**src/rtl/crp_pkg.sv**
```systemverilog
// Package: shared constants and types for the reset control port.
// Assumes a 16-bit I/O address space and byte-wide data.
package crp_pkg;
    localparam int          IO_ADDR_W    = 16;
    localparam int          IO_DATA_W    = 8;
    localparam int          CFG_ADDR_W   = 8;
    localparam logic [15:0] PORT_ADDR    = 16'h0CF9;
    localparam int          INIT_BIT     = 2;
    localparam int          HARD_BIT     = 1;
    localparam logic [7:0]  RESET_VALUE  = 8'h00;
    localparam logic [7:0]  FORCE_ADDR   = 8'h59;
    localparam logic [7:0]  FORCE_DATA   = 8'h0F;

    // Forced configuration write request.
    typedef struct packed {
        logic                  we;
        logic [CFG_ADDR_W-1:0] addr;
        logic [IO_DATA_W-1:0]  data;
    } cfg_force_t;
endpackage

```
**src/rtl/crp_decode.sv**
```systemverilog
// Module: crp_decode
// Matches the I/O address against the port address and qualifies the strobes.
// Assumes the address is stable while a strobe is high.
module crp_decode #(
    parameter int                ADDR_W = 16,
    parameter logic [ADDR_W-1:0] MATCH  = 16'h0CF9
) (
    input  logic [ADDR_W-1:0] io_addr,
    input  logic              io_wr,
    input  logic              io_rd,
    output logic              wr_hit,
    output logic              rd_hit
);
    logic addr_match;

    // Full-width compare and strobe qualification.
    always_comb begin
        addr_match = (io_addr == MATCH);
        wr_hit     = io_wr && addr_match;
        rd_hit     = io_rd && addr_match;
    end
endmodule

```
**src/rtl/crp_store.sv**
```systemverilog
// Module: crp_store
// Holds the port byte and spots a 0-to-1 change of the initiate bit on a write.
// Assumes wr_hit is a one-cycle qualified strobe; the compare uses the
// stored byte before this write's update.
module crp_store #(
    parameter int                 DATA_W    = 8,
    parameter int                 INIT_BIT  = 2,
    parameter int                 HARD_BIT  = 1,
    parameter logic [DATA_W-1:0]  RESET_VAL = '0
) (
    input  logic              clk,
    input  logic              rst_n,
    input  logic              wr_hit,
    input  logic [DATA_W-1:0] wdata,
    output logic [DATA_W-1:0] stored,
    output logic              trig,
    output logic              trig_hard
);
    logic [DATA_W-1:0] value_q;

    // Edge detection against the previously held byte.
    always_comb begin
        trig      = wr_hit && wdata[INIT_BIT] && !value_q[INIT_BIT];
        trig_hard = trig && wdata[HARD_BIT];
    end

    // Storage: every accepted write replaces the byte.
    always_ff @(posedge clk) begin
        if (!rst_n)
            value_q <= RESET_VAL;
        else if (wr_hit)
            value_q <= wdata;
    end

    assign stored = value_q;


    store_follows_write_chk: assert property (@(posedge clk) disable iff (!rst_n)
        ($past(rst_n) && $past(wr_hit)) |-> (value_q == $past(wdata)));


    trig_sets_bit_chk: assert property (@(posedge clk) disable iff (!rst_n)
        trig |=> value_q[INIT_BIT]);
endmodule

```
**src/rtl/crp_sequencer.sv**
```systemverilog
// Module: crp_sequencer
// Turns a trigger into timed pulses: forced config write and hard indication
// in the first cycle, processor reset request in the next.
// Assumes triggers are at least two cycles apart (guaranteed by the edge rule).
module crp_sequencer #(
    parameter int                    CFG_ADDR_W = 8,
    parameter int                    DATA_W     = 8,
    parameter logic [CFG_ADDR_W-1:0] F_ADDR     = 8'h59,
    parameter logic [DATA_W-1:0]     F_DATA     = 8'h0F
) (
    input  logic                  clk,
    input  logic                  rst_n,
    input  logic                  trig,
    input  logic                  trig_hard,
    output logic                  hard_reset,
    output logic                  cpu_reset_req,
    output logic                  force_we,
    output logic [CFG_ADDR_W-1:0] force_addr,
    output logic [DATA_W-1:0]     force_data
);
    logic stage1_q;
    logic hard_q;
    logic cpu_q;

    // Two-stage pulse pipeline: hard/force first, processor request second.
    always_ff @(posedge clk) begin
        if (!rst_n) begin
            stage1_q <= 1'b0;
            hard_q   <= 1'b0;
            cpu_q    <= 1'b0;
        end else begin
            stage1_q <= trig;
            hard_q   <= trig_hard;
            cpu_q    <= stage1_q;
        end
    end

    // Forced write fields are driven only while the request is active.
    always_comb begin
        force_we   = hard_q;
        force_addr = hard_q ? F_ADDR : '0;
        force_data = hard_q ? F_DATA : '0;
    end

    assign hard_reset    = hard_q;
    assign cpu_reset_req = cpu_q;


    hard_before_cpu_chk: assert property (@(posedge clk) disable iff (!rst_n)
        hard_q |=> cpu_q);


    cpu_single_pulse_chk: assert property (@(posedge clk) disable iff (!rst_n)
        cpu_q |=> !cpu_q);
endmodule

```
**src/rtl/crp_reset_port.sv**
```systemverilog
// Module: crp_reset_port (top)
// Reset control port register: decode, storage with edge detect, pulse sequencing.
// Assumes single-cycle I/O strobes and a synchronous active-low reset.
module crp_reset_port
    import crp_pkg::*;
#(
    parameter int                 ADDR_W  = IO_ADDR_W,
    parameter int                 DATA_W  = IO_DATA_W,
    parameter int                 CADDR_W = CFG_ADDR_W,
    parameter logic [ADDR_W-1:0]  PORT    = PORT_ADDR
) (
    input  logic               clk,
    input  logic               rst_n,
    input  logic [ADDR_W-1:0]  io_addr,
    input  logic               io_wr,
    input  logic               io_rd,
    input  logic [DATA_W-1:0]  io_wdata,
    output logic [DATA_W-1:0]  io_rdata,
    output logic               io_rdata_oe,
    output logic               cpu_reset_req,
    output logic               hard_reset,
    output logic               cfg_force_we,
    output logic [CADDR_W-1:0] cfg_force_addr,
    output logic [DATA_W-1:0]  cfg_force_data
);
    logic              wr_hit;
    logic              rd_hit;
    logic [DATA_W-1:0] stored;
    logic              trig;
    logic              trig_hard;

    crp_decode #(.ADDR_W(ADDR_W), .MATCH(PORT)) u_decode (
        .io_addr (io_addr),
        .io_wr   (io_wr),
        .io_rd   (io_rd),
        .wr_hit  (wr_hit),
        .rd_hit  (rd_hit)
    );

    crp_store #(
        .DATA_W    (DATA_W),
        .INIT_BIT  (INIT_BIT),
        .HARD_BIT  (HARD_BIT),
        .RESET_VAL (DATA_W'(RESET_VALUE))
    ) u_store (
        .clk       (clk),
        .rst_n     (rst_n),
        .wr_hit    (wr_hit),
        .wdata     (io_wdata),
        .stored    (stored),
        .trig      (trig),
        .trig_hard (trig_hard)
    );

    crp_sequencer #(
        .CFG_ADDR_W (CADDR_W),
        .DATA_W     (DATA_W),
        .F_ADDR     (CADDR_W'(FORCE_ADDR)),
        .F_DATA     (DATA_W'(FORCE_DATA))
    ) u_seq (
        .clk           (clk),
        .rst_n         (rst_n),
        .trig          (trig),
        .trig_hard     (trig_hard),
        .hard_reset    (hard_reset),
        .cpu_reset_req (cpu_reset_req),
        .force_we      (cfg_force_we),
        .force_addr    (cfg_force_addr),
        .force_data    (cfg_force_data)
    );

    // Readback mux: drive the stored byte only during a decoded read.
    always_comb begin
        io_rdata_oe = rd_hit;
        io_rdata    = rd_hit ? stored : '0;
    end


    oe_needs_read_chk: assert property (@(posedge clk) disable iff (!rst_n)
        io_rdata_oe |-> (io_rd && io_addr == PORT));


    hard_force_fields_chk: assert property (@(posedge clk) disable iff (!rst_n)
        hard_reset |-> (cfg_force_we && cfg_force_addr == CADDR_W'(FORCE_ADDR)
                        && cfg_force_data == DATA_W'(FORCE_DATA)));


    force_only_hard_chk: assert property (@(posedge clk) disable iff (!rst_n)
        cfg_force_we |-> hard_reset);


    other_addr_quiet_chk: assert property (@(posedge clk) disable iff (!rst_n)
        (io_wr && io_addr != PORT && !trig) |=> !hard_reset);
endmodule

```
**config.mk**
```make
export PLATFORM = sky130hd
export DESIGN_NAME = crp_reset_port
export DESIGN_NICKNAME = d
export VERILOG_FILES = /design/src/rtl/crp_pkg.sv /design/src/rtl/crp_decode.sv /design/src/rtl/crp_store.sv /design/src/rtl/crp_sequencer.sv /design/src/rtl/crp_reset_port.sv
export SDC_FILE = /design/constraint.sdc
export NUM_CORES = 1
export LEC_CHECK = 0
export ABC_AREA = 1
export BUFFER_PORTS_ARGS = -buffer_cell sky130_fd_sc_hd__buf_2
export CAP_MARGIN = 5
export CORE_MARGIN = 2
export CORE_UTILIZATION = 31
export CTS_BUF_LIST = sky130_fd_sc_hd__clkbuf_4 sky130_fd_sc_hd__clkbuf_8 sky130_fd_sc_hd__clkbuf_16
export DETAILED_ROUTE_END_ITERATION = 10
export PLACE_DENSITY = 0.75
export SLEW_MARGIN = 20
export SYNTH_ARGS = -nofsm -noshare
export SYNTH_HDL_FRONTEND = slang
export SYNTH_SLANG_ARGS = --single-unit
export TNS_END_PERCENT = 1
```
**constraint.sdc**
```tcl
create_clock -name clk -period 3.14 [get_ports clk]
set_clock_uncertainty 0.15 [all_clocks]
set_input_delay 0.628 -clock clk [delete_from_list [all_inputs] [get_ports clk]]
set_output_delay 0.628 -clock clk [all_outputs]
set_load 0.01 [all_outputs]
```
==> results of run 1 <==
## synthesized netlist by cell type
cell      number
nor2_1        32
nand2_1       31
inv_1         21
buf_4         17
dfxtp_1       11
nor2_2         4
nand4_1        3
a21oi_1        1
buf_6          1
clkbuf_8       1
conb_1         1
nand3_2        1
## worst paths after layout
path | start | end | depth (start not counted)
setup / recovery | io_addr[15] | io_rdata[4] | 9
hold / removal | u_seq.stage1_q | u_seq.cpu_reset_req | 2
setup reg to reg | u_store.stored[2] | u_seq.force_we | 3
hold reg to reg | u_seq.stage1_q | u_seq.cpu_reset_req | 2
## where the power goes
part           leakage [nW]  internal [mW]  switching, mW  total (mW)
Combinational         0.479         0.0155         0.0190      0.0345
Sequential           0.0885          0.139    0.000000455       0.139
Clock                0.0184         0.0578         0.0451       0.103
Total                 0.585          0.213         0.0641       0.277
## kinds of logic after synthesis
logic type	after synthesis	share of synthesized area [%]
compound gates	1	0.666
other cells	1	0.500
flops	11	29.3
simple gates	71	38.7
buf+inv	40	30.8
## cells in the final DEF (no fill, tap or decap)
cell type,n
nor2_2,4
clkbuf_4,4
conb_1,8
buf_2,47
nand3_2,1
nand2_1,31
a21oi_1,1
dfxtp_1,11
inv_1,21
nand4_1,3
nor2_1,32
## worst max-delay path, cell delays in order
cell and delay (ns):
buf_2 0.09, nor2_1 0.16, inv_1 0.06, nor2_1 0.08, nand2_1 0.05, nor2_1 0.13, nand2_1 0.23, nor2_1 0.16
buf_2 0.14
## metrics by stage
step | power (mW) | instance area (um2) | worst slack, ns | hold slack [ns]
floorplan | 0.166 | 777 | 0.947 | 0.240
global placement | 0.177 | 895 | 0.602 | 0.248
detailed placement | 0.177 | 895 | 0.585 | 0.247
CTS | 0.283 | 925 | 0.576 | 0.264
global route | 0.294 | 925 | 0.381 | 0.291
finish | 0.277 | 925 | 0.616 | 0.262
## state kept, by name (all words and copies together), names as in the netlist
name and count:
u_seq.stage1_q 1, u_store.stored 8, u_seq.cpu_reset_req 1, u_seq.force_we 1
## layer usage
metal | part of all wire, % | up-vias | track usage, %
met3 | 10 | 0 | 5.08
met5 | 0 | - | 0
li1 | - | 410 | -
met2 | 45 | 31 | 19.8
met4 | 0 | 0 | 1.28
met1 | 45 | 307 | 11.1
## final cells by class
type | count | area [um2] | share of cell area, %
inverters | 21 | 78.8 | 8.53
flip-flops and latches | 11 | 220 | 23.8
well taps | 28 | 35.0 | 3.79
multi-input cells | 80 | 325 | 35.2
clock buffers | 4 | 30.0 | 3.25
repair buffers | 47 | 235 | 25.4
==> summary.txt, run 1 <==
Critical path
  – Setup CP Type: in2out
  – Worst Setup End Kind: primary output
  – R2R Setup Slk: 2.28 ns
  – Crit path arrival time: 1.75 ns
  – Type of origin of the critical path: input pin
  – Req. time, crit path: 2.36 ns
  – Worst Path Max Fanout: 9

Synth
  – Synth cell types: 12
  – Mean area per synthesized cell: 6.05 um2
  – Proportion of netlist area held by the largest area contributor: 29.3%
  – Mapped Area: 751 um2
  – #FFs+latches synth: 11
  – Top cells by area, synth: dfxtp_1, buf_4, nor2_1
  – Mapped Cells: 124
  – Synth Warn #: 0
  – Leading area contributor after synthesis: dfxtp_1
  – Fraction of the yosys area taken by sequential cells: 29.3%

Die
  – DIE AREA: 2830 um2
  – I/O pin count: 56
  – Core Region: 2250 um2
  – Initial Util: 33.3%
  – Row cnt: 17
  – Die Ht: 53.2 um
  – Die Span X: 53.2 um

Outcome
  – Outcome: finished clean

Layout
  – Final std cells w/o fill: 191
  – Final Net Count: 192
  – Number of fill cells in the layout: 266
  – Share of layout cells above drive strength 1: 34.4%
  – Ant diodes: 0
  – Area delta synth->final: 23.2%
  – Final core area utilization: 41.0%

Power and ir drop
  – Pwr Density: 299 nW/um2
  – Peak VDD IR: 192 uV
  – LEAKAGE: 0.585 nW

CTS
  – Clock latency on the worst-skew pair: 0.26 ns
  – Reg clk slew, reported paths: 0.07 ns
  – CTS tree: built
  – CTS Buf Count: 3
  – Clock root buffer: clkbuf_4
  – Clk buf depth: 2
  – # hold bufs at CTS: 0
  – H-tree depth: 1
  – Setup bufs post-CTS: 0
  – PostCTS Resize Cnt: 0
  – Clk sink count: 11

Route
  – Via count: 748
  – Iteration-0 DRC Markers: 5
  – Final wirelength: 1.47 mm
  – Pre-antenna DRT Iters: 4
  – DRT antenna net count: 0
  – Number of remaining DRC errors: 0
  – DR vias/cell: 3.92
  – DR WL/cell: 7.71 um

GRT
  – Vias in the first global route: 609
  – First-pass GRT wire length: 2.23 mm
  – GRT Total Usage: 10.7%
  – Initial antenna violation count: 0
  – Largest net degree at the start of global routing: 16
  – Overflow after GRT: 0

STA
  – Final TNS setup: 0 ns
  – Final setup fails: 0
  – Fin. max-slew vios: 0
  – Fmax: 396 MHz
  – Hold Fails Final Rpt: 0
  – Period minus WS final: 2.52 ns
  – RSZ-0062 raised after global routing: no
  – Period utilization: 80.4%

Place
  – Placer Congestion: 0.753
  – Final HPWL DP: 1.18 mm
  – Placed Cells: 187
  – IO buf count: 47

Min path
  – Hold Path Class: reg2reg

Run
  – Total of max-cap violations: 0
Power figures use the tool's default switching activity.
==> run 2, diff against run 1 <==
--- a/config.mk
+++ b/config.mk
@@ -12,7 +12,7 @@
 export CORE_UTILIZATION = 31
 export CTS_BUF_LIST = sky130_fd_sc_hd__clkbuf_4 sky130_fd_sc_hd__clkbuf_8 sky130_fd_sc_hd__clkbuf_16
 export DETAILED_ROUTE_END_ITERATION = 10
-export PLACE_DENSITY = 0.75
+export PLACE_DENSITY = 0.78
 export SLEW_MARGIN = 20
 export SYNTH_ARGS = -nofsm -noshare
 export SYNTH_HDL_FRONTEND = slang
==> constraint.sdc (replaced) <==
create_clock -name clk -period 2 [get_ports clk]
set_clock_uncertainty 0.15 [all_clocks]
set_input_delay 0.4 -clock clk [delete_from_list [all_inputs] [get_ports clk]]
set_output_delay 0.4 -clock clk [all_outputs]
set_load 0.01 [all_outputs]
==> summary.txt, run 2 (synthesized netlist as in run 1, its figures left out) <==
Layout
  – Share of layout cells above drive strength 1: 38.0%
  – Area delta synth->final: 29.3%
  – Final Net Count: 195
  – Number of fill cells in the layout: 267
  – Largest register FFs: 8
  – Commonest non-fill, non-tap cell in the layout: buf_2
  – Ant diodes: 0
  – Most frequent cells in the layout: buf_2, nand2_1, nor2_1, inv_1, dfxtp_1

Power and ir drop
  – Combinational power share: 13.7%
  – Peak VDD IR: 408 uV
  – Switching share of power: 23.9%
  – Switch Pwr: 0.106 mW
  – Clk network pwr share: 36.9%
  – Pint: 0.337 mW
  – LEAKAGE: 0.606 nW
  – Seq pwr share: 49.4%
  – Pwr Density: 456 nW/um2

STA
  – Fin. max-slew vios: 0
  – RSZ-0062 raised after global routing: no
  – Worst hold margin: 0.206 ns
  – Worst setup margin: 0.137 ns
  – Fmax: 537 MHz
  – Hold Fails Final Rpt: 0
  – Period minus WS final: 1.86 ns
  – Final TNS setup: 0 ns
  – Final setup fails: 0
  – Period utilization: 93.2%

Route
  – Final wirelength: 1.62 mm
  – DR vias/cell: 3.84
  – Via count: 744
  – DRT antenna net count: 0
  – DR WL/cell: 8.34 um
  – Pre-antenna DRT Iters: 4
  – Iteration-0 DRC Markers: 17
  – Number of remaining DRC errors: 0

CTS
  – Clock latency on the worst-skew pair: 0.26 ns
  – Reg clk slew, reported paths: 0.07 ns
  – Clk buf depth: 2
  – Clock root buffer: clkbuf_4
  – Setup bufs post-CTS: 0
  – H-tree depth: 1
  – CTS Buf Count: 3
  – CTS tree: built
  – # hold bufs at CTS: 0
  – Clk sink count: 11

Die
  – Initial Util: 33.3%
  – Row cnt: 17
  – I/O pin count: 56
  – Die Span X: 53.2 um
  – DIE AREA: 2830 um2
  – Core Region: 2250 um2
  – Die Ht: 53.2 um

Critical path
  – Crit path arrival time: 1.31 ns
  – Req. time, crit path: 1.45 ns
  – Worst Setup End Kind: primary output
  – Worst Path Max Fanout: 5
  – Reg2Reg Depth: 3
  – Type of origin of the critical path: input pin
  – Setup CP Type: in2out

Min path
  – Hold depth: 3
  – Hold Path Class: in2reg

GRT
  – Vias in the first global route: 623
  – Overflow after GRT: 0
  – GRT Total Usage: 11.7%
  – Largest net degree at the start of global routing: 16
  – Initial antenna violation count: 0
  – First-pass GRT wire length: 2.45 mm

Place
  – Placer Congestion: 0.720
  – Final HPWL DP: 1.20 mm
  – Dpl ws: -0.0201 ns
  – IO buf count: 47

Outcome
  – Outcome: finished clean

Run
  – Total of max-cap violations: 0
[run 2: changes by cell type in the layout (fill, tap and decap cells not counted)]
cell and delta:
nor2_2 +1, nor2_1 -3, nor2_4 +2, nand2_2 +1, nand2_1 -1, nand2_4 +1
buf_4 +2
[run 2: area by class of cell]
class | count | area (um2) | share of cell area, %
Sequential cell | 11 | 220 | 22.7
Clock buffer | 4 | 30.0 | 3.09
Timing Repair Buffer | 49 | 250 | 25.8
Multi-Input combinational cell | 81 | 357 | 36.7
Tap cell | 28 | 35.0 | 3.61
Inverter | 21 | 78.8 | 8.12
[run 2: final timing paths]
kind                     startpoint                   to  slack [ns]
setup / recovery         io_addr[9]          io_rdata[4]        0.14
hold / removal          io_wdata[6]    u_store.stored[6]        0.21
setup reg to reg  u_store.stored[2]       u_seq.force_we        1.10
hold reg to reg      u_seq.stage1_q  u_seq.cpu_reset_req        0.27
[run 2: metal layers]
metal	vias to the layer above	track usage (%)	wire, um
met5	-	0	0
met4	0	4.27	18
met3	2	3.95	117
met2	34	19.3	769
met1	291	13.9	712
li1	417	-	-
[run 2: power by group through the flow]
stage / sequential [mW] / combinational (mW) / clock (mW)
finish: 0.219 / 0.0608 / 0.163
global placement: 0.224 / 0.0564 / 0
detailed placement: 0.224 / 0.0567 / 0
global route: 0.219 / 0.0694 / 0.177
CTS: 0.219 / 0.0571 / 0.164
floorplan: 0.224 / 0.0371 / 0
[run 2: critical path, cell delays in order]
cell and delay [ns]:
buf_2 0.10, nor2_2 0.12, nand4_1 0.16, nor2_4 0.19, nand2_4 0.09, nor2_1 0.10
buf_2 0.14
[run 2: stage by stage]
| stage | util [%] | std cells | cell area (um2) | power (mW) |
|---|---|---|---|---|
| floorplan | - | 131 | 777 | 0.261 |
| global placement | 40.3 | 189 | 910 | 0.280 |
| finish | 43.1 | 194 | 971 | 0.443 |
| CTS | 41.8 | 193 | 942 | 0.440 |
| detailed placement | 40.3 | 189 | 910 | 0.281 |
| global route | 43.1 | 194 | 971 | 0.465 |
[run 2: what timing repair did]
item,CTS,global route
pin swaps,0,2
gates cloned,0,1
resized for setup,1,7
setup endpoints to repair,4,9
==> run 3, diff against run 2 <==
--- a/config.mk
+++ b/config.mk
@@ -9,10 +9,10 @@
 export BUFFER_PORTS_ARGS = -buffer_cell sky130_fd_sc_hd__buf_2
 export CAP_MARGIN = 5
 export CORE_MARGIN = 2
-export CORE_UTILIZATION = 31
+export CORE_UTILIZATION = 35
 export CTS_BUF_LIST = sky130_fd_sc_hd__clkbuf_4 sky130_fd_sc_hd__clkbuf_8 sky130_fd_sc_hd__clkbuf_16
 export DETAILED_ROUTE_END_ITERATION = 10
-export PLACE_DENSITY = 0.78
+export PLACE_DENSITY = 0.85
 export SLEW_MARGIN = 20
 export SYNTH_ARGS = -nofsm -noshare
 export SYNTH_HDL_FRONTEND = slang
==> summary.txt, run 3 (synthesized netlist as in run 1, its figures left out) <==
Place
  – IO buf count: 47
  – Final HPWL DP: 1.19 mm
  – Placed Cells: 188
  – Area after DPL: 908 um2
  – Placer Congestion: 0.809
  – Dpl ws: 0.0108 ns

Die
  – Row cnt: 16
  – DIE AREA: 2530 um2
  – I/O pin count: 56
  – Die Ht: 50.3 um
  – Die Span X: 50.3 um
  – Initial Util: 37.5%
  – Core Region: 2000 um2

Layout
  – Final std cells w/o fill: 193
  – Share of layout cells above drive strength 1: 36.7%
  – Largest register FFs: 8
  – Area delta synth->final: 27.2%
  – Area of the multi-input gates: 342 um2
  – Final core area utilization: 47.7%
  – Reg area: 220 um2
  – Final Net Count: 195
  – Number of fill cells in the layout: 239
  – Commonest non-fill, non-tap cell in the layout: buf_2
  – Most frequent cells in the layout: buf_2, nand2_1, nor2_1, inv_1, dfxtp_1
  – Final instance area: 955 um2
  – Ant diodes: 0

Critical path
  – Worst Setup End Kind: primary output
  – Type of origin of the critical path: input pin
  – Req. time, crit path: 1.45 ns
  – Setup CP Type: in2out
  – Crit path arrival time: 1.33 ns
  – Worst Path Max Fanout: 5

STA
  – Fmax: 531 MHz
  – Final TNS setup: 0 ns
  – RSZ-0062 raised after global routing: yes
  – Period minus WS final: 1.88 ns
  – Worst hold margin: 0.196 ns
  – Worst setup margin: 0.117 ns
  – Period utilization: 94.1%
  – Hold Fails Final Rpt: 0
  – Final setup fails: 0
  – Fin. max-slew vios: 0

Route
  – Iteration-0 DRC Markers: 13
  – Via count: 775
  – DR vias/cell: 4.02
  – Final wirelength: 1.50 mm
  – DR WL/cell: 7.79 um
  – Number of remaining DRC errors: 0
  – Pre-antenna DRT Iters: 4
  – DRT antenna net count: 0

GRT
  – Vias in the first global route: 698
  – First-pass GRT wire length: 2.64 mm
  – Largest net degree at the start of global routing: 16
  – GRT Total Usage: 13.6%
  – Initial antenna violation count: 0
  – Overflow after GRT: 0

CTS
  – Clk sink count: 11
  – Clk buf depth: 2
  – Reg clk slew, reported paths: 0.07 ns
  – CTS Buf Count: 3
  – H-tree depth: 1
  – Clock root buffer: clkbuf_4
  – CTS tree: built
  – Clock latency on the worst-skew pair: 0.27 ns

Outcome
  – Outcome: finished clean

Power and ir drop
  – Final Power: 0.441 mW
  – Switching share of power: 23.5%
  – LEAKAGE: 0.597 nW
  – Switch Pwr: 0.104 mW
  – Pwr Density: 461 nW/um2
  – Clk network pwr share: 37.0%
  – Combinational power share: 13.3%
  – Peak VDD IR: 298 uV
  – Pint: 0.337 mW
  – Seq pwr share: 49.7%

Run
  – Total of max-cap violations: 0

Min path
  – Hold Path Class: in2reg
-- run 3: cell counts in the layout (fill, tap and decap cells not counted) --
Identical to the previous run, type by type.
-- run 3: routing by layer --
metal	routed length, um	up-vias	share of wire, %	track usage, %
met5	0	-	0	0
met4	33	0	2.2	6.76
met3	125	5	8.3	4.17
met2	714	28	48	23.5
met1	629	323	42	14.9
li1	-	419	-	-
-- run 3: area by class of cell --
cell class / count / area share (%)
inverters: 21 / 8.26
clock buffers: 4 / 3.15
multi-input cells: 81 / 35.8
well taps: 27 / 3.54
flip-flops and latches: 11 / 23.1
repair buffers: 49 / 26.2
-- run 3: repair_timing --
action                                  CTS  global route
setup buffers                             0             0
gates cloned                              0             1
gates resized for setup                   1             3
pin swaps                                 0             1
endpoints found under the setup margin    1             9
hold buffers                              0             0
-- run 3: path summary, 6_finish.rpt --
check / start / end / slack (ns) / depth (start not counted)
worst max-delay path: io_addr[15] / io_rdata[2] / 0.12 / 9
worst min-delay path: io_wdata[0] / u_store.stored[0] / 0.20 / 3
worst max register to register: u_store.stored[2] / u_seq.force_we / 1.15 / 3
worst min register to register: u_seq.stage1_q / u_seq.cpu_reset_req / 0.26 / 2
-- run 3: critical path, cell delays in order --
cell,delay (ns)
buf_2,0.10
nor2_2,0.11
inv_1,0.04
nor2_1,0.07
nand2_1,0.09
nor2_4,0.14
nand2_2,0.10
nor2_1,0.12
buf_2,0.14
-- run 3: power groups by stage --
| stage | Combinational, mW | Sequential [mW] | Clock (mW) |
|---|---|---|---|
| finish | 0.0587 | 0.219 | 0.163 |
| global route | 0.0662 | 0.219 | 0.177 |
| CTS | 0.0576 | 0.219 | 0.169 |
| detailed placement | 0.0572 | 0.224 | 0 |
| global placement | 0.0563 | 0.224 | 0 |
| floorplan | 0.0371 | 0.224 | 0 |
